[src/rtl/alu16_pkg.sv]
// Shared encodings for the ALU datapath: control-word bit positions,
// single-operand code positions, unit selection and the flag bundle.
// Assumes the control word and single-operand code widths are fixed by
// the sequencer that drives this block.
package alu16_pkg;
    localparam int CTL_W  = 12;
    localparam int SOP_W  = 8;

    // Control-word bit positions (the sequencer depends on this order)
    localparam int CB_INV  = 0;
    localparam int CB_INC  = 1;
    localparam int CB_CIN  = 2;
    localparam int CB_ADD  = 3;
    localparam int CB_AND  = 4;
    localparam int CB_OR   = 5;
    localparam int CB_XOR  = 6;
    localparam int CB_DEC  = 7;
    localparam int CB_NZC  = 8;
    localparam int CB_ALLF = 9;
    localparam int CB_SHR  = 10;
    localparam int CB_NOWR = 11;

    // Single-operand one-hot positions used by the datapath
    localparam int SO_RRC  = 0;
    localparam int SO_SWAP = 1;
    localparam int SO_RRA  = 2;
    localparam int SO_SXT  = 3;

    typedef enum logic [3:0] {
        U_MOVE, U_ADD, U_DEC, U_AND, U_OR, U_XOR, U_SHR, U_SWAP, U_SXT
    } unit_e;

    typedef struct packed {
        logic n;
        logic z;
        logic c;
        logic v;
    } flags_t;
endpackage

[src/rtl/alu16_adder.sv]
// Binary adder with carry and signed-overflow outputs.
// Assumes the operands are already masked to the low half in byte mode.
module alu16_adder #(
    parameter int W = 16
) (
    input  logic [W-1:0] a_i,
    input  logic [W-1:0] b_i,
    input  logic         cin_i,
    input  logic         byte_i,
    output logic [W-1:0] sum_o,
    output logic         cout_o,
    output logic         ovf_o
);
    localparam int HALF = W / 2;

    logic [W:0] full;
    logic       sa, sb, sr;

    // Full-width sum with one extra bit for the word-mode carry
    always_comb begin
        full = {1'b0, a_i} + {1'b0, b_i} + {{W{1'b0}}, cin_i};
    end

    // Pick the carry and sign positions for the selected width
    always_comb begin
        sa     = byte_i ? a_i[HALF-1]  : a_i[W-1];
        sb     = byte_i ? b_i[HALF-1]  : b_i[W-1];
        sr     = byte_i ? full[HALF-1] : full[W-1];
        cout_o = byte_i ? full[HALF]   : full[W];
        ovf_o  = (sa == sb) && (sr != sa);
        sum_o  = full[W-1:0];
    end
endmodule

[src/rtl/alu16_decimal.sv]
// Packed-BCD adder: one corrected 4-bit digit stage per nibble, with the
// carry rippling upward. Assumes operands are masked in byte mode.
module alu16_decimal #(
    parameter int W = 16
) (
    input  logic [W-1:0] a_i,
    input  logic [W-1:0] b_i,
    input  logic         cin_i,
    input  logic         byte_i,
    output logic [W-1:0] sum_o,
    output logic         cout_o
);
    localparam int DIG      = W / 4;
    localparam int HALF_DIG = DIG / 2;

    logic [DIG:0] cy;

    assign cy[0] = cin_i;

    for (genvar i = 0; i < DIG; i++) begin : g_digit
        logic [4:0] raw;
        // Binary digit sum, then decimal correction above nine
        assign raw              = {1'b0, a_i[4*i +: 4]} + {1'b0, b_i[4*i +: 4]} + {4'b0, cy[i]};
        assign cy[i+1]          = (raw > 5'd9);
        assign sum_o[4*i +: 4]  = cy[i+1] ? (raw[3:0] + 4'd6) : raw[3:0];
    end

    // Carry out of the highest digit in use
    assign cout_o = byte_i ? cy[HALF_DIG] : cy[DIG];
endmodule

[src/rtl/alu16_bitops.sv]
// Logic units, right shift/rotate, byte swap and sign extension.
// Assumes b_i is the prepared source and both operands are masked in
// byte mode; shift results get their MSB placed at the active sign bit.
module alu16_bitops #(
    parameter int W = 16
) (
    input  logic [W-1:0] a_i,
    input  logic [W-1:0] b_i,
    input  logic         carry_i,
    input  logic         arith_i,
    input  logic         byte_i,
    output logic [W-1:0] and_o,
    output logic [W-1:0] or_o,
    output logic [W-1:0] xor_o,
    output logic [W-1:0] shr_o,
    output logic         shr_c_o,
    output logic [W-1:0] swap_o,
    output logic [W-1:0] sxt_o
);
    localparam int HALF = W / 2;

    logic msb_in;

    // Bitwise units
    always_comb begin
        and_o = a_i & b_i;
        or_o  = a_i | b_i;
        xor_o = a_i ^ b_i;
    end

    // Right shift: vacated sign bit takes carry or the old sign
    always_comb begin
        msb_in  = arith_i ? (byte_i ? b_i[HALF-1] : b_i[W-1]) : carry_i;
        shr_o   = {1'b0, b_i[W-1:1]};
        if (byte_i) shr_o[HALF-1] = msb_in;
        else        shr_o[W-1]    = msb_in;
        shr_c_o = b_i[0];
    end

    // Byte swap and sign extension of the low half
    always_comb begin
        swap_o = {b_i[HALF-1:0], b_i[W-1:HALF]};
        sxt_o  = {{HALF{b_i[HALF-1]}}, b_i[HALF-1:0]};
    end
endmodule

[src/rtl/alu16_core.sv]
// ALU datapath top: prepares operands, selects a unit by priority,
// masks byte results, derives flags and registers all outputs once.
// Assumes ctl_i/sop_i are driven by the core sequencer; sop_i is one-hot
// or zero. Synchronous active-low reset clears every output.
module alu16_core
    import alu16_pkg::*;
#(
    parameter int W = 16
) (
    input  logic             clk,
    input  logic             rst_n,
    input  logic [W-1:0]     src_i,
    input  logic [W-1:0]     dst_i,
    input  logic             carry_i,
    input  logic             byte_i,
    input  logic [CTL_W-1:0] ctl_i,
    input  logic [SOP_W-1:0] sop_i,
    output logic [W-1:0]     res_o,
    output logic             n_o,
    output logic             z_o,
    output logic             c_o,
    output logic             v_o,
    output logic             n_upd_o,
    output logic             z_upd_o,
    output logic             c_upd_o,
    output logic             v_upd_o,
    output logic             dst_wr_o
);
    localparam int HALF = W / 2;
    localparam logic [W-1:0] LOW_MASK = {{HALF{1'b0}}, {HALF{1'b1}}};

    logic [W-1:0] src_p, opa, opb;
    logic         cin;
    unit_e        sel;

    logic [W-1:0] add_r, dec_r, and_r, or_r, xor_r, shr_r, swap_r, sxt_r;
    logic         add_c, add_v, dec_c, shr_c;

    logic [W-1:0] res_raw, res_m;
    flags_t       fl;

    // Operand preparation: optional source inversion, byte masking, carry term
    always_comb begin
        src_p = ctl_i[CB_INV] ? ~src_i : src_i;
        opa   = byte_i ? (dst_i & LOW_MASK) : dst_i;
        opb   = byte_i ? (src_p & LOW_MASK) : src_p;
        cin   = ctl_i[CB_INC] | (ctl_i[CB_CIN] & carry_i);
    end

    // Unit selection by fixed priority
    always_comb begin
        if      (ctl_i[CB_DEC])   sel = U_DEC;
        else if (ctl_i[CB_ADD])   sel = U_ADD;
        else if (ctl_i[CB_AND])   sel = U_AND;
        else if (ctl_i[CB_OR])    sel = U_OR;
        else if (ctl_i[CB_XOR])   sel = U_XOR;
        else if (ctl_i[CB_SHR])   sel = U_SHR;
        else if (sop_i[SO_SWAP])  sel = U_SWAP;
        else if (sop_i[SO_SXT])   sel = U_SXT;
        else                      sel = U_MOVE;
    end

    alu16_adder #(.W(W)) adder_i (
        .a_i(opa), .b_i(opb), .cin_i(cin), .byte_i(byte_i),
        .sum_o(add_r), .cout_o(add_c), .ovf_o(add_v)
    );

    alu16_decimal #(.W(W)) decimal_i (
        .a_i(opa), .b_i(opb), .cin_i(cin), .byte_i(byte_i),
        .sum_o(dec_r), .cout_o(dec_c)
    );

    alu16_bitops #(.W(W)) bitops_i (
        .a_i(opa), .b_i(opb), .carry_i(carry_i), .arith_i(sop_i[SO_RRA]),
        .byte_i(byte_i),
        .and_o(and_r), .or_o(or_r), .xor_o(xor_r),
        .shr_o(shr_r), .shr_c_o(shr_c), .swap_o(swap_r), .sxt_o(sxt_r)
    );

    // Result multiplexer and byte-mode upper-half clearing
    always_comb begin
        case (sel)
            U_ADD:   res_raw = add_r;
            U_DEC:   res_raw = dec_r;
            U_AND:   res_raw = and_r;
            U_OR:    res_raw = or_r;
            U_XOR:   res_raw = xor_r;
            U_SHR:   res_raw = shr_r;
            U_SWAP:  res_raw = swap_r;
            U_SXT:   res_raw = sxt_r;
            default: res_raw = opb;
        endcase
        res_m = byte_i ? (res_raw & LOW_MASK) : res_raw;
    end

    // Flag values for the selected unit
    always_comb begin
        fl.z = (res_m == '0);
        fl.n = byte_i ? res_m[HALF-1] : res_m[W-1];
        if (ctl_i[CB_NZC]) begin
            fl.c = ~fl.z;
        end else begin
            case (sel)
                U_ADD:   fl.c = add_c;
                U_DEC:   fl.c = dec_c;
                U_SHR:   fl.c = shr_c;
                default: fl.c = ~fl.z;
            endcase
        end
        case (sel)
            U_ADD:   fl.v = add_v;
            U_XOR:   fl.v = byte_i ? (opa[HALF-1] & opb[HALF-1]) : (opa[W-1] & opb[W-1]);
            default: fl.v = 1'b0;
        endcase
    end

    // Output register stage
    always_ff @(posedge clk) begin
        if (!rst_n) begin
            res_o    <= '0;
            n_o      <= 1'b0;
            z_o      <= 1'b0;
            c_o      <= 1'b0;
            v_o      <= 1'b0;
            n_upd_o  <= 1'b0;
            z_upd_o  <= 1'b0;
            c_upd_o  <= 1'b0;
            v_upd_o  <= 1'b0;
            dst_wr_o <= 1'b0;
        end else begin
            res_o    <= res_m;
            n_o      <= fl.n;
            z_o      <= fl.z;
            c_o      <= fl.c;
            v_o      <= fl.v;
            n_upd_o  <= ctl_i[CB_NZC] | ctl_i[CB_ALLF];
            z_upd_o  <= ctl_i[CB_NZC] | ctl_i[CB_ALLF];
            c_upd_o  <= ctl_i[CB_NZC] | ctl_i[CB_ALLF];
            v_upd_o  <= ctl_i[CB_ALLF];
            dst_wr_o <= ~ctl_i[CB_NOWR];
        end
    end

    // Byte mode leaves the upper result half at zero
    p_byte_high_zero_r7: assert property (@(posedge clk) disable iff (!rst_n)
        ($past(rst_n) && $past(byte_i)) |-> (res_o[W-1:HALF] == '0));

    // No-write control bit blocks write-back
    p_no_write_r10: assert property (@(posedge clk) disable iff (!rst_n)
        ($past(rst_n) && $past(ctl_i[CB_NOWR])) |-> !dst_wr_o);

    // Without either flag-control bit, no flag may change
    p_quiet_flags_r8: assert property (@(posedge clk) disable iff (!rst_n)
        ($past(rst_n) && !$past(ctl_i[CB_NZC]) && !$past(ctl_i[CB_ALLF]))
        |-> !(n_upd_o || z_upd_o || c_upd_o || v_upd_o));

    // Logic-test flag mode: carry is the inverse of zero
    p_carry_not_zero_r8: assert property (@(posedge clk) disable iff (!rst_n)
        ($past(rst_n) && $past(ctl_i[CB_NZC])) |-> (c_o == !z_o));

    // Zero flag agrees with the registered result
    p_zero_flag_r9: assert property (@(posedge clk) disable iff (!rst_n)
        $past(rst_n) |-> (z_o == (res_o == '0)));

    // Shift path always clears overflow
    p_shift_v_clear_r5: assert property (@(posedge clk) disable iff (!rst_n)
        ($past(rst_n) && $past(sel == U_SHR)) |-> !v_o);

    // Single-operand code carries at most one set bit
    p_sop_onehot_r6: assert property (@(posedge clk) disable iff (!rst_n)
        $onehot0(sop_i));
endmodule

[config.mk]
export PLATFORM = sky130hd
export DESIGN_NAME = alu16_core
export DESIGN_NICKNAME = d
export VERILOG_FILES = /design/src/rtl/alu16_pkg.sv /design/src/rtl/alu16_adder.sv /design/src/rtl/alu16_decimal.sv /design/src/rtl/alu16_bitops.sv /design/src/rtl/alu16_core.sv
export SDC_FILE = /design/constraint.sdc
export NUM_CORES = 1
export LEC_CHECK = 0
export BUFFER_PORTS_ARGS = -buffer_cell sky130_fd_sc_hd__buf_2
export CORE_MARGIN = 2
export CORE_UTILIZATION = 50
export DETAILED_ROUTE_END_ITERATION = 10
export PLACE_DENSITY = 0.7
export SLEW_MARGIN = 20
export SYNTH_ARGS = -nofsm -noshare
export SYNTH_HDL_FRONTEND = slang
export SYNTH_HIERARCHICAL = 1
export SYNTH_SLANG_ARGS = --single-unit
export TNS_END_PERCENT = 50
[constraint.sdc]
create_clock -name clk -period 24.3 [get_ports clk]
set_input_delay 3.645 -clock clk [delete_from_list [all_inputs] [get_ports clk]]
set_output_delay 3.645 -clock clk [all_outputs]
set_load 0.1 [all_outputs]
# After elaboration in Yosys (flattened, before gate mapping)
# Cells that the tools add are included.
[classes] n_reduce_logical=2 mux=30 n_eq_ne=10 add_sub_neg=14 div=0 multipliers=0 n_shift=0 n_lt_le_gt_ge=4 n_bitwise=11
[op_table] op="16-bit case mux with 8 select lines" n=1
[op_table] op="16-bit 2-to-1 mux" n=4
[op_table] op="4-bit 2-to-1 mux" n=12
[op_table] op="4-bit by 4-bit adder with 5-bit output" n=4
[op_table] op="5-bit by 1-bit adder with 5-bit output" n=4
[op_table] op="5-bit by 4-bit greater-than comparator with 1-bit output (second input constant)" n=4
[op_table] op="16-bit by 16-bit adder with 17-bit output" n=1
[op_table] op="17-bit by 1-bit adder with 17-bit output" n=1
[op_table] op="4-bit by 3-bit adder with 4-bit output (second input constant)" n=4
[op_table] op="16-bit bitwise AND" n=1
[op_table] op="4-bit by 3-bit == test with 1-bit output (second input constant)" n=4
[op_table] op="16-bit logical NOT" n=1
[op_table] op="16-bit inverter" n=1
[op_table] op="16-bit OR" n=1
[op_table] op="16-bit XOR" n=1
[op_table] op="1-bit 2-to-1 mux" n=11
[op_table] op="4-bit by 2-bit == test with 1-bit output (second input constant)" n=2
[op_table] op="4-bit by 1-bit == test with 1-bit output (second input constant)" n=1
[op_table] op="4-bit == test (second input constant)" n=1
[op_table] op="1-bit bitwise AND" n=3
[op_table] op="1-bit case mux with 3 select lines" n=1
[op_table] op="1-bit inverter" n=2
[op_table] op="1-bit OR" n=2
[op_table] op="1-bit case mux with 2 select lines" n=1
[op_table] op="3 further kinds" n=3
[totals] latch_bits=0 regBits=23 mem_count=0 romBits=0 elab_cells=79 in_bits=56 out_inout_bits=25 ramBits=0

# Logic depth before layout (Yosys ltp)
# Gate-level depths: netlist (run 1).
[depth] ltp_word=19 mapped_depth=38 depth_no_buf=36

# Hierarchy
# Netlist (run 1), hierarchy kept.
[modules_own_cells] mod="alu16_core" cells_each=320 n_inst=1 area_per_inst_um2=2383.5 seq_area_each_um2=460.4
[modules_own_cells] mod="alu16_bitops" cells_each=132 n_inst=1 area_per_inst_um2=965.9 seq_area_each_um2=0.0
[modules_own_cells] mod="alu16_decimal" cells_each=105 n_inst=1 area_per_inst_um2=922.1 seq_area_each_um2=0.0
[modules_own_cells] mod="alu16_adder" cells_each=117 n_inst=1 area_per_inst_um2=862.1 seq_area_each_um2=0.0

# Worst setup path after synthesis (run 1)
# Ideal clock, no wire load.
[synth_path] kind="in2reg" start="input ctl_i[0]" end="register c_o" path_slack_ns=12.155 t_required_ns=24.168 t_arrival_ns=12.013 setup_ns=0.132 n_path_buf=2 path_stages=37 cell_sequence="buf_2 buf_2 xor2_1 fa_1 fa_1 xnor2_1 ha_1 a21boi_0 o41a_1 fa_1 inv_1 fa_1 inv_1 ha_1 a22o_1 o31a_1 inv_1 fa_1 fa_1 xnor2_1 ha_1 a21boi_0 o41a_1 fa_1 inv_1 fa_1 inv_1 ha_1 a31o_2 o31a_1 mux2i_1 and2_1 a221o_1 o32ai_2 nand4_1 and4bb_1 a31oi_1"
[synth_via] elab_chain_len=18 elab_cells_between_ends=39 cone_classes="14 x add/sub; 4 x order compare; 16 x mux; 4 x bitwise; 1 x reduce/logical"
[synth_lines] item="from (decl)" line_no="alu16_core.sv:16" rtl="input logic [CTL_W-1:0] ctl_i,"
[synth_lines] item="16-bit 2-to-1 mux (*)" line_no="alu16_core.sv:44" rtl="src_p = ctl_i[CB_INV] ? ~src_i : src_i;"
[synth_lines] item="16-bit 2-to-1 mux (*)" line_no="alu16_core.sv:46" rtl="opb = byte_i ? (src_p & LOW_MASK) : src_p;"
[synth_lines] item="via opb[0]" line_no="alu16_core.sv:32" rtl="logic [W-1:0] src_p, opa, opb;"
[synth_lines] item="4-bit by 4-bit adder with 5-bit output (*)" line_no="alu16_decimal.sv:23" rtl="assign raw = {1'b0, a_i[4*i +: 4]} + {1'b0, b_i[4*i +: 4]} + {4'b0, cy[i]};"
[synth_lines] item="5-bit by 1-bit adder with 5-bit output (*)" line_no="alu16_decimal.sv:23"
[synth_lines] item="5-bit by 4-bit greater-than comparator with 1-bit output (*)" line_no="alu16_decimal.sv:24" rtl="assign cy[i+1] = (raw > 5'd9);"
[synth_lines] item="5-bit by 1-bit adder with 5-bit output (*)" line_no="alu16_decimal.sv:23"
[synth_lines] item="5-bit by 4-bit greater-than comparator with 1-bit output (*)" line_no="alu16_decimal.sv:24"
[synth_lines] item="[... 4 more ...]"
[synth_lines] item="4-bit 2-to-1 mux (*)" line_no="alu16_decimal.sv:25" rtl="assign sum_o[4*i +: 4] = cy[i+1] ? (raw[3:0] + 4'd6) : raw[3:0];"
[synth_lines] item="via dec_r[14]" line_no="alu16_core.sv:36" rtl="logic [W-1:0] add_r, dec_r, and_r, or_r, xor_r, shr_r, swap_r, sxt_r;"
[synth_lines] item="16-bit case mux with 8 select lines (*)" line_no="alu16_core.sv:82" rtl="case (sel)"
[synth_lines] item="16-bit 2-to-1 mux (*)" line_no="alu16_core.sv:93" rtl="res_m = byte_i ? (res_raw & LOW_MASK) : res_raw;"
[synth_lines] item="16-bit logical NOT (*)" line_no="alu16_core.sv:98" rtl="fl.z = (res_m == '0);"
[synth_lines] item="1-bit inverter (*)" line_no="alu16_core.sv:101, alu16_core.sv:107"
[synth_lines] item="1-bit case mux with 3 select lines" line_no="alu16_core.sv:103" rtl="case (sel)"
[synth_lines] item="1-bit 2-to-1 mux (*)" line_no="alu16_core.sv:100" rtl="if (ctl_i[CB_NZC]) begin"
[synth_lines] item="to (signal assigned)" line_no="alu16_core.sv:134" rtl="c_o <= fl.c;"
[synth_lines] item="to (decl)" line_no="alu16_core.sv:21" rtl="output logic c_o,"
# Mark *: on every way through the listed nets, which the timed path passes. The rest lies on a longest branch.
# A chain may end at the register's enable or synchronous reset.

# Final worst setup path (run 1)
[layout_path] start="input ctl_i[0]" end="register z_o"
[layout_via] elab_chain_len=15 elab_cells_between_ends=34 cone_classes="14 x add/sub; 4 x order compare; 12 x mux; 3 x bitwise; 1 x reduce/logical"
[layout_lines] item="16-bit 2-to-1 mux (*)" line_no="alu16_core.sv:44"
[layout_lines] item="16-bit 2-to-1 mux (*)" line_no="alu16_core.sv:46"
[layout_lines] item="via opb[1]" line_no="alu16_core.sv:32"
[layout_lines] item="4-bit by 4-bit adder with 5-bit output (*)" line_no="alu16_decimal.sv:23"
[layout_lines] item="5-bit by 1-bit adder with 5-bit output (*)" line_no="alu16_decimal.sv:23"
[layout_lines] item="5-bit by 4-bit greater-than comparator with 1-bit output (*)" line_no="alu16_decimal.sv:24"
[layout_lines] item="5-bit by 1-bit adder with 5-bit output (*)" line_no="alu16_decimal.sv:23"
[layout_lines] item="5-bit by 4-bit greater-than comparator with 1-bit output (*)" line_no="alu16_decimal.sv:24"
[layout_lines] item="5-bit by 1-bit adder with 5-bit output (*)" line_no="alu16_decimal.sv:23"
[layout_lines] item="5-bit by 4-bit greater-than comparator with 1-bit output (*)" line_no="alu16_decimal.sv:24"
[layout_lines] item="5-bit by 1-bit adder with 5-bit output (*)" line_no="alu16_decimal.sv:23"
[layout_lines] item="4-bit by 3-bit adder with 4-bit output or 5-bit by 4-bit greater-than comparator with 1-bit output (tied branches)" line_no="alu16_decimal.sv:25, alu16_decimal.sv:24"
[layout_lines] item="4-bit 2-to-1 mux (*)" line_no="alu16_decimal.sv:25"
[layout_lines] item="via dec_r[14]" line_no="alu16_core.sv:36"
[layout_lines] item="16-bit case mux with 8 select lines (*)" line_no="alu16_core.sv:82"
[layout_lines] item="16-bit 2-to-1 mux (*)" line_no="alu16_core.sv:93"
[layout_lines] item="16-bit logical NOT (*)" line_no="alu16_core.sv:98"
[layout_lines] item="to (signal assigned)" line_no="alu16_core.sv:133" rtl="z_o <= fl.z;"
[layout_lines] item="to (decl)" line_no="alu16_core.sv:20" rtl="output logic z_o,"
# Marks and branches as above.

==> results of run 1 <==
## routing by layer
metal | vias to the layer above | track usage
li1 | 2384 | -
met1 | 2332 | 0.3527
met2 | 305 | 0.4691
met3 | 49 | 0.04143
met4 | 0 | 0.1057
met5 | - | 0
## flip-flops by register name, summed over array words and instances (netlist names)
name and cells:
res_o 16, dst_wr_o 1, n_o 1, v_upd_o 1, v_o 1, z_o 1
c_o 1, c_upd_o 1
## kinds of logic (layout without fill, tap and decap cells)
| group | Yosys count | in the layout | share of synthesized area |
|---|---|---|---|
| AO/OA/AOI/OAI | 201 | 201 | 0.2727 |
| adder cells (fa/ha/maj) | 76 | 76 | 0.1999 |
| buffers and inverters | 152 | 159 | 0.1574 |
| flip-flops | 23 | 23 | 0.08969 |
| AND/OR/NAND/NOR | 178 | 178 | 0.2018 |
| XOR/XNOR | 36 | 36 | 0.06288 |
| multiplexers | 8 | 8 | 0.01560 |
## Yosys cell counts, types with 13 or more instances
master     n  area, um2
a21oi_1   50      250.2
a22oi_1   19      142.6
buf_2     13      65.06
buf_4     53      397.9
dfxtp_1   23      460.4
ha_1      66      825.8
inv_1     73      274.0
nand2_1   19      71.32
nand3_1   26      130.1
nor2_1    49      183.9
nor2b_1   17      106.4
o211ai_1  14      105.1
o21ai_0   24      120.1
xnor2_1   22      192.7
xor2_1    13      113.9
## report_power, final
part	internal, mW	switching, mW	total (mW)
clock	0.0117	0.0103	0.0219
combinational	0.0729	0.141	0.214
sequential	0.0429	0.00103	0.0439
total	0.127	0.152	0.279
## final timing paths
path	endpoint	slack (ns)	cells past startpoint
max	z_o$_SDFF_PN0_	11.27	35
min	dst_wr_o$_SDFF_PN0_	3.54	2
## critical path: cells and delay by family
kind | cells | cell delay (ns)
compound gates | 10 | 2.53
xor+xnor | 4 | 1.74
fa+ha+maj | 11 | 3.63
buf+inv | 5 | 0.76
mux | 1 | 0.14
simple gates | 4 | 0.78
## per-stage QoR
step	hold WS (ns)	instances	instance area, um2	util	setup slack (ns)
finish	3.538	814	5235	0.5307	11.27
global route	3.533	814	5235	0.5307	10.62
CTS	3.535	814	5235	0.5307	11.30
detailed placement	3.812	810	5190	0.5261	11.04
global placement	3.803	810	5190	0.5261	11.40
floorplan	3.717	674	5134	-	12.15
## area by class of cell
type | count | share of cell area
multi-input cells | 499 | 0.7383
flip-flops and latches | 23 | 0.08795
repair buffers | 81 | 0.08031
inverters | 74 | 0.05306
well taps | 133 | 0.03179
clock buffers | 4 | 0.008604
==> summary.txt, run 1 <==
Sequential fraction of the synthesis area -> 0.08969
RSZ-0062 raised after global routing -> no
Post-CTS sizing -> 0
Endpoints failing setup -> 0
Gr usage total -> 0.2769
CTS Hold Buffers Added -> 0
Largest fanout on the critical path -> 16
Synth-to-Final Area Change -> 1.974%
PortBufs -> 75
Final net count -> 814
Overflow after GRT -> 0
Die W -> 105.3 um
DP HPWL -> 12,000 um
Slowest cell delay on critical path -> 0.83 ns
#FFs+latches synth -> 23
H-tree depth -> 1
Post-route setup TNS -> 0 ns
Final period utilization -> 0.5361
Pre-Repair DR Iteration Count -> 5
Number of global-route vias before repair -> 4,804
CTS tree -> yes
Met3 WL -> 1460 um
Die Height -> 105.3 um
Fmax -> 0.07676 GHz
Vias -> 5,070
CP Data Required Time -> 24.50 ns
Syn Std Cell Area -> 0.005134 mm2
FFs w/ async S/R, synth -> 0
Ys Warns -> 6
Routed WL -> 15,720 um
M1 wire length -> 6565 um
Leak -> 2.435 nW
Crit path top cell by count -> fa_1
Maxcap violations -> 0
Routability cong. -> 1.007
Synth Area per Inst -> 7.617 um2
Crit path launch type -> primary input
Antenna diode count -> 0
IO Pins -> 81
Setup repair bufs after CTS -> 0
Min Tclk post-route -> 13.03 ns
FF/Latch Area -> 460.4 um2
Initial antenna violation count -> 0
DRT iter0 DRCs -> 415
Max-slew headroom -> 0.2146
EDFF count, synth -> 0
Worst VDD drop -> 49.18 uV
Max Slew Vio Count -> 0
Worst Tran Pin Value -> 1.162 ns
Commonest non-fill, non-tap cells in the layout -> buf_2, inv_1, ha_1
Root buf cell -> clkbuf_8
Critical Path Source -> ctl_i[0]
Top Metal Used -> met4
Worst-path clk slew -> 0.07 ns
WS Path Type -> in2reg
Layout cells sized above 1 -> 0.1571
Hold crit path type -> in2reg
Tot Pwr -> 279.4 uW
Crit path max-delay cell type -> xor2_1
WL met2 -> 7133 um
Vias/cell -> 6.229
Largest net degree at the start of global routing -> 31
Starting Density -> 0.5204
Cells after Synth -> 674
Worst path arrival time -> 13.23 ns
Die Area -> 0.01109 mm2
Multi-input logic area -> 0.003865 mm2
DRT antenna net count -> 0
First-pass GRT wire length -> 24,750 um
Row count -> 36
CTS sink cnt -> 23
PwrDens -> 53.36 mW/mm2
Status -> completed
CTS Buffer Depth -> 2
Synthesized Nets -> 806
Predominant post-synthesis flop cell -> dfxtp_1
CP endpoint kind -> register
Total CTS buffers -> 3
Fill count -> 979
Hold Startpoint -> ctl_i[11]
Final hold viol count -> 0
Drt drc -> 0
Most common cell after layout, fill and taps aside -> buf_2
Synth cell types -> 78
Routed len/inst -> 19.31 um
Core Region -> 0.009864 mm2
Power figures use the tool's default switching activity.
==> inputs of run 2 (changes only) <==
- ABC_AREA: unset -> 1
- PLACE_DENSITY: 0.7 -> 0.69
- clock period: 24.3 -> 12.13 ns (I/O delays scaled with it)
==> run 2 against run 1 <==
Via count is 15% higher. Die area is 11% higher. Synthesized cell count is 46% higher. Clock power grew to 3.1 times the previous value. First-iteration DRC count is 4.6% higher. Non-clock buffer count is 5 higher. Sequential power is 100% higher. Sequential cell count stayed put. Utilization is 0.90 points lower. Wire length is 4.9% lower. Critical path depth is 19 higher. Total power is 110% higher. Largest power group unchanged.
==> summary.txt, run 2 <==
Status -> completed (unchanged)
Die Height -> 111.1 um (was 105.3 um)
Routed WL -> 14,940 um (was 15,720 um)
Top reg by flops -> res_o (unchanged)
Synth-to-Final Area Change -> 2.967% (was 1.974%)
Endpoints failing setup -> 0 (unchanged)
Post-synthesis xor/xnor area fraction -> 0.02901 (was 0.06288)
Tot Pwr -> 590.3 uW (was 279.4 uW)
Post-route setup TNS -> 0 ns (unchanged)
Syn Std Cell Area -> 0.005736 mm2 (was 0.005134 mm2)
Die W -> 111.1 um (was 105.3 um)
Initial antenna violation count -> 0 (unchanged)
CTS sink cnt -> 23 (unchanged)
EDFF count, synth -> 0 (unchanged)
Layout cells sized above 1 -> 0.1401 (was 0.1571)
Synth Area per Inst -> 5.823 um2 (was 7.617 um2)
Delay-heaviest family, CP -> adder cells (unchanged)
Min Tclk post-route -> 10.20 ns
Final hold viol count -> 0 (unchanged)
PwrDens -> 99.96 mW/mm2 (was 53.36 mW/mm2)
Largest fanout on the critical path -> 24 (was 16)
Pre-Repair DR Iteration Count -> 5 (unchanged)
Synth cell types -> 45 (was 78)
Routed len/inst -> 13.16 um (was 19.31 um)
CTS Buffer Depth -> 2 (unchanged)
Starting Density -> 0.5066 (was 0.5204)
Core Region -> 0.01132 mm2 (was 0.009864 mm2)
Hold WS -> 1.719 ns (was 3.538 ns)
Leak -> 3.657 nW (was 2.435 nW)
Max-slew headroom -> 0.3803 (was 0.2146)
Most common cell after layout, fill and taps aside -> nand2_1 (was buf_2)
Gr usage total -> 0.2407 (was 0.2769)
Top cell type by total area after synthesis -> nand2_1 (was ha_1)
FFs w/ async S/R, synth -> 0 (unchanged)
Hold crit path type -> in2reg (unchanged)
Post-CTS sizing -> 0 (unchanged)
Final period utilization -> 0.8408
Largest register FFs -> 16 (unchanged)
Maxcap violations -> 0 (unchanged)
Post-Synth Simple-Gate Area -> 0.4424 (was 0.2018)
Fill count -> 1,170 (was 979)
Vias/cell -> 5.154 (was 6.229)
Drt drc -> 0 (unchanged)
Leading cell types by count after synthesis -> nand2_1, inv_1, nor2_1 (was inv_1, ha_1, buf_4)
Fmax -> 0.09806 GHz
Overflow after GRT -> 0 (unchanged)
CP Data Required Time -> 12.28 ns (was 24.50 ns)
PortBufs -> 75 (unchanged)
Largest family of logic cells by synthesized area -> simple AND/OR/NAND/NOR gates (was compound AO/OA/AOI/OAI gates)
Setup repair bufs after CTS -> 0 (unchanged)
Crit path max-delay cell type -> fa_1 (was xor2_1)
CTS Hold Buffers Added -> 0 (unchanged)
RSZ-0062 raised after global routing -> no (unchanged)
Ys Warns -> 6 (unchanged)
Root buf cell -> clkbuf_16 (was clkbuf_8)
Worst VDD drop -> 152.0 uV (was 49.18 uV)
Final net count -> 1,125 (was 814)
DP HPWL -> 11,590 um (was 12,000 um)
Synthesized Nets -> 1,117 (was 806)
Total CTS buffers -> 3 (unchanged)
Slowest cell delay on critical path -> 0.54 ns (was 0.83 ns)
Worst Tran Pin Value -> 0.9282 ns (was 1.162 ns)
Synth Area in Adders -> 0.1789 (was 0.1999)
Critical path buffers and inverters -> 15 (was 5)
First-pass GRT wire length -> 24,940 um (was 24,750 um)
Max Slew Vio Count -> 0 (unchanged)
CP endpoint kind -> register (unchanged)
H-tree depth -> 1 (unchanged)
Area fraction of the dominant cell type after synthesis -> 0.1800 (was 0.1609)
Predominant post-synthesis flop cell -> dfxtp_1 (unchanged)
DRT antenna net count -> 0 (unchanged)
Number of global-route vias before repair -> 5,181 (was 4,804)
Worst path arrival time -> 10.35 ns (was 13.23 ns)
Sequential fraction of the synthesis area -> 0.08028 (was 0.08969)
Crit path top cell by count -> inv_1 (was fa_1)
Cells after Synth -> 985 (was 674)
DRT iter0 DRCs -> 434 (was 415)
Top post-synthesis cells by area -> nand2_1, ha_1, inv_1 (was ha_1, dfxtp_1, buf_4)
Vias -> 5,850 (was 5,070)
Routability cong. -> 0.9078 (was 1.007)
Mux cell area share after synthesis -> 0.003490 (was 0.01560)
Worst-path clk slew -> 0.05 ns (was 0.07 ns)
Crit path launch type -> primary input (unchanged)
#FFs+latches synth -> 23 (unchanged)
Commonest non-fill, non-tap cells in the layout -> nand2_1, inv_1, nor2_1 (was buf_2, inv_1, ha_1)
Row count -> 39 (was 36)
CTS tree -> yes (unchanged)
Cell with the most instances after synthesis -> nand2_1 (was inv_1)
Die Area -> 0.01234 mm2 (was 0.01109 mm2)
Largest net degree at the start of global routing -> 60 (was 31)
IO Pins -> 81 (unchanged)
Antenna diode count -> 0 (unchanged)
Compound-Gate Fraction of Synth Area -> 0.05519 (was 0.2727)
WS Path Type -> in2reg (unchanged)
run 2: path summary, 6_finish.rpt:
kind                   from                  end  slack [ns]  depth (start not counted)
setup / recovery   ctl_i[0]       c_o$_SDFF_PN0_        1.93                         54
hold / removal    ctl_i[11]  dst_wr_o$_SDFF_PN0_        1.72                          2
run 2: kinds of logic after synthesis:
| family | Yosys count |
|---|---|
| and+or+nand+nor | 558 |
| buffers and inverters | 256 |
| adders and majority gates | 76 |
| AOI/OAI and AO/OA | 51 |
| DFF | 23 |
| xor gates and xnor gates | 19 |
| muxes | 2 |
run 2: metal layers:
metal | wire, um | share of wire | GRT usage
met5 | 0 | 0 | 0
met1 | 6975 | 0.47 | 0.3270
met3 | 831 | 0.056 | 0.01422
met4 | 376 | 0.025 | 0.07819
met2 | 6759 | 0.45 | 0.4086
run 2: cell type report:
cell class              count  area, um2  area share
multi-input cells         706       4074      0.6898
inverters                 173      654.4      0.1108
flip-flops and latches     23      460.4     0.07797
repair buffers             86      457.9     0.07754
well taps                 143      178.9     0.03030
clock buffers               3      75.07     0.01271
clock inverters             1      5.005   0.0008475
run 2: power by group:
group	internal (mW)	switching, mW	leakage [nW]	total [mW]
Sequential	0.0861	0.00182	0.190	0.0879
Clock	0.0442	0.0234	0.0409	0.0676
Combinational	0.127	0.308	3.43	0.435
Total	0.257	0.333	3.66	0.590
run 2: stage by stage:
step / std cells / util / setup slack (ns) / instance area [um2]
3_3_place_gp: 1131 / 0.5146 / 1.738 / 5826
6_report: 1135 / 0.5217 / 1.932 / 5906
4_1_cts: 1135 / 0.5217 / 1.953 / 5906
5_1_grt: 1135 / 0.5217 / 1.082 / 5906
3_5_place_dp: 1131 / 0.5146 / 1.700 / 5826
2_1_floorplan: 985 / - / 2.606 / 5736
==> inputs of run 3 (changes only) <==
- PLACE_DENSITY: 0.69 -> 0.72
- clock period: 12.13 -> 9.3 ns (I/O delays scaled with it)
==> run 3 against run 2 <==
Final cell count up 1.8%. Sequential share of layout area is 0.24 points lower. Design area is 3.1% higher. Wire length increased by 2.9%. Non-clock buffer count is 20 higher. Via count grew 2.1%. Die area unchanged. First-iteration DRC count shrank 3.7%. Critical path type unchanged. Largest power group unchanged.
==> summary.txt, run 3 (synthesized netlist as in run 2, its figures left out) <==
Dpl cells -> 1,144 (was 1,131)
Number of global-route vias before repair -> 5,352 (was 5,181)
Min Tclk post-route -> 8.812 ns
Switching share of power -> 0.5533 (was 0.5649)
Status -> completed (unchanged)
Final hold viol count -> 0 (unchanged)
Fmax -> 0.1135 GHz
Routed WL -> 15,380 um (was 14,940 um)
IO Pins -> 81 (unchanged)
Synth-to-Final Area Change -> 6.195% (was 2.967%)
Final net count -> 1,145 (was 1,125)
PortBufs -> 75 (unchanged)
Maxcap violations -> 0 (unchanged)
Tot Pwr -> 804.0 uW (was 590.3 uW)
Final std cells w/o fill -> 1,155 (was 1,135)
First-pass GRT wire length -> 25,180 um (was 24,940 um)
Worst VDD drop -> 129.5 uV (was 152.0 uV)
Clk pwr share -> 0.109 (was 0.114)
Slowest cell delay on critical path -> 0.55 ns (was 0.54 ns)
Layout cells sized above 1 -> 0.1700 (was 0.1401)
Initial antenna violation count -> 0 (unchanged)
CTS sink cnt -> 23 (unchanged)
Largest net degree at the start of global routing -> 60 (unchanged)
Worst path arrival time -> 8.96 ns (was 10.35 ns)
Vias/cell -> 5.171 (was 5.154)
Pre-Repair DR Iteration Count -> 5 (unchanged)
Routed len/inst -> 13.31 um (was 13.16 um)
Row count -> 39 (unchanged)
CP Data Required Time -> 9.45 ns (was 12.28 ns)
Gr usage total -> 0.2439 (was 0.2407)
CTS tree -> yes (unchanged)
Critical path buffers and inverters -> 15 (unchanged)
Root buf cell -> clkbuf_16 (unchanged)
Worst-path clk slew -> 0.05 ns (about the same)
Die W -> 111.1 um (unchanged)
DRT antenna net count -> 0 (unchanged)
Starting Density -> 0.5066 (unchanged)
Total CTS buffers -> 3 (unchanged)
Largest register FFs -> 16 (unchanged)
Routability cong. -> 0.9046 (was 0.9078)
DP HPWL -> 11,840 um (was 11,590 um)
Worst Tran Pin Value -> 0.9172 ns (was 0.9282 ns)
Seq pwr share -> 0.143 (was 0.149)
Max Slew Vio Count -> 0 (unchanged)
Switching pwr -> 444.9 uW (was 333.5 uW)
PwrDens -> 132.0 mW/mm2 (was 99.96 mW/mm2)
Internal -> 359.1 uW (was 256.9 uW)
Crit path launch type -> primary input (unchanged)
Delay-heaviest family, CP -> adder cells (unchanged)
WS Path Type -> in2reg (unchanged)
Hold WS -> 1.296 ns (was 1.719 ns)
CTS Buffer Depth -> 2 (unchanged)
Die Height -> 111.1 um (unchanged)
DRT iter0 DRCs -> 418 (was 434)
Drt drc -> 0 (unchanged)
Core Region -> 0.01132 mm2 (unchanged)
CP endpoint kind -> register (unchanged)
Most common cell after layout, fill and taps aside -> nand2_1 (unchanged)
Endpoints failing setup -> 0 (unchanged)
Crit path top cell by count -> nand2_1 (was inv_1)
Combinational share of power -> 0.748 (was 0.737)
Max-slew headroom -> 0.3876 (was 0.3803)
Crit path max-delay cell type -> fa_2 (was fa_1)
Hold crit path type -> in2reg (unchanged)
Post-route setup TNS -> 0 ns (unchanged)
Die Area -> 0.01234 mm2 (unchanged)
Antenna diode count -> 0 (unchanged)
Overflow after GRT -> 0 (unchanged)
Vias -> 5,973 (was 5,850)
Final period utilization -> 0.9476
Fin util -> 0.5380 (was 0.5217)
Top reg by flops -> res_o (unchanged)
Commonest non-fill, non-tap cells in the layout -> nand2_1, inv_1, nor2_1 (unchanged)
Largest fanout on the critical path -> 5 (was 24)
Leak -> 3.750 nW (was 3.657 nW)
H-tree depth -> 1 (unchanged)
-- run 3: cell types whose count changed in the layout (fill, tap and decap cells not counted), sizes merged --
cell  delta
buf     +20
-- run 3: power groups by stage --
stage,Clock [mW],Combinational (mW),Sequential [mW]
2_1_floorplan,0,0.368,0.218
3_3_place_gp,0,0.572,0.117
3_5_place_dp,0,0.578,0.117
4_1_cts,0.0903,0.580,0.115
5_1_grt,0.0930,0.667,0.116
6_report,0.0880,0.601,0.115
-- run 3: area by class of cell --
| cell class | count | area (um2) |
|---|---|---|
| fill | 1204 | 5230 |
| clock inverter | 1 | 5.005 |
| tap | 143 | 178.9 |
| timing repair buffer | 106 | 608.1 |
| clock buffer | 3 | 75.07 |
| inverter | 173 | 654.4 |
| multi-input combinational | 706 | 4109 |
| sequential | 23 | 460.4 |
-- run 3: what timing repair did --
item	4_1_cts	5_1_grt
hold buffers	0	0
setup buffers	0	7
resized for setup	0	13
endpoints found under the setup margin	0	4
-- run 3: per-stage QoR --
step | worst slack [ns] | area (um2)
final | 0.4877 | 6091
after floorplan | 0.2003 | 5736
after detailed placement | 0.007803 | 5923
after global routing | -0.03705 | 6091
after CTS | 0.2795 | 6003
after global placement | 0.08902 | 5923
-- run 3: worst paths after layout --
check	to	cells after the start	slack [ns]	startpoint
setup / recovery	c_o$_SDFF_PN0_	54	0.49	ctl_i[0]
hold / removal	dst_wr_o$_SDFF_PN0_	2	1.30	ctl_i[11]
-- run 3: metal layers --
layer  GRT usage  vias up  wire length [um]
met2      0.4106      178              7065
met1      0.3331     2658              7010
li1            -     3106                 -
met3     0.01750       31               937
met4     0.07737        0               363
met5           0        -                 0
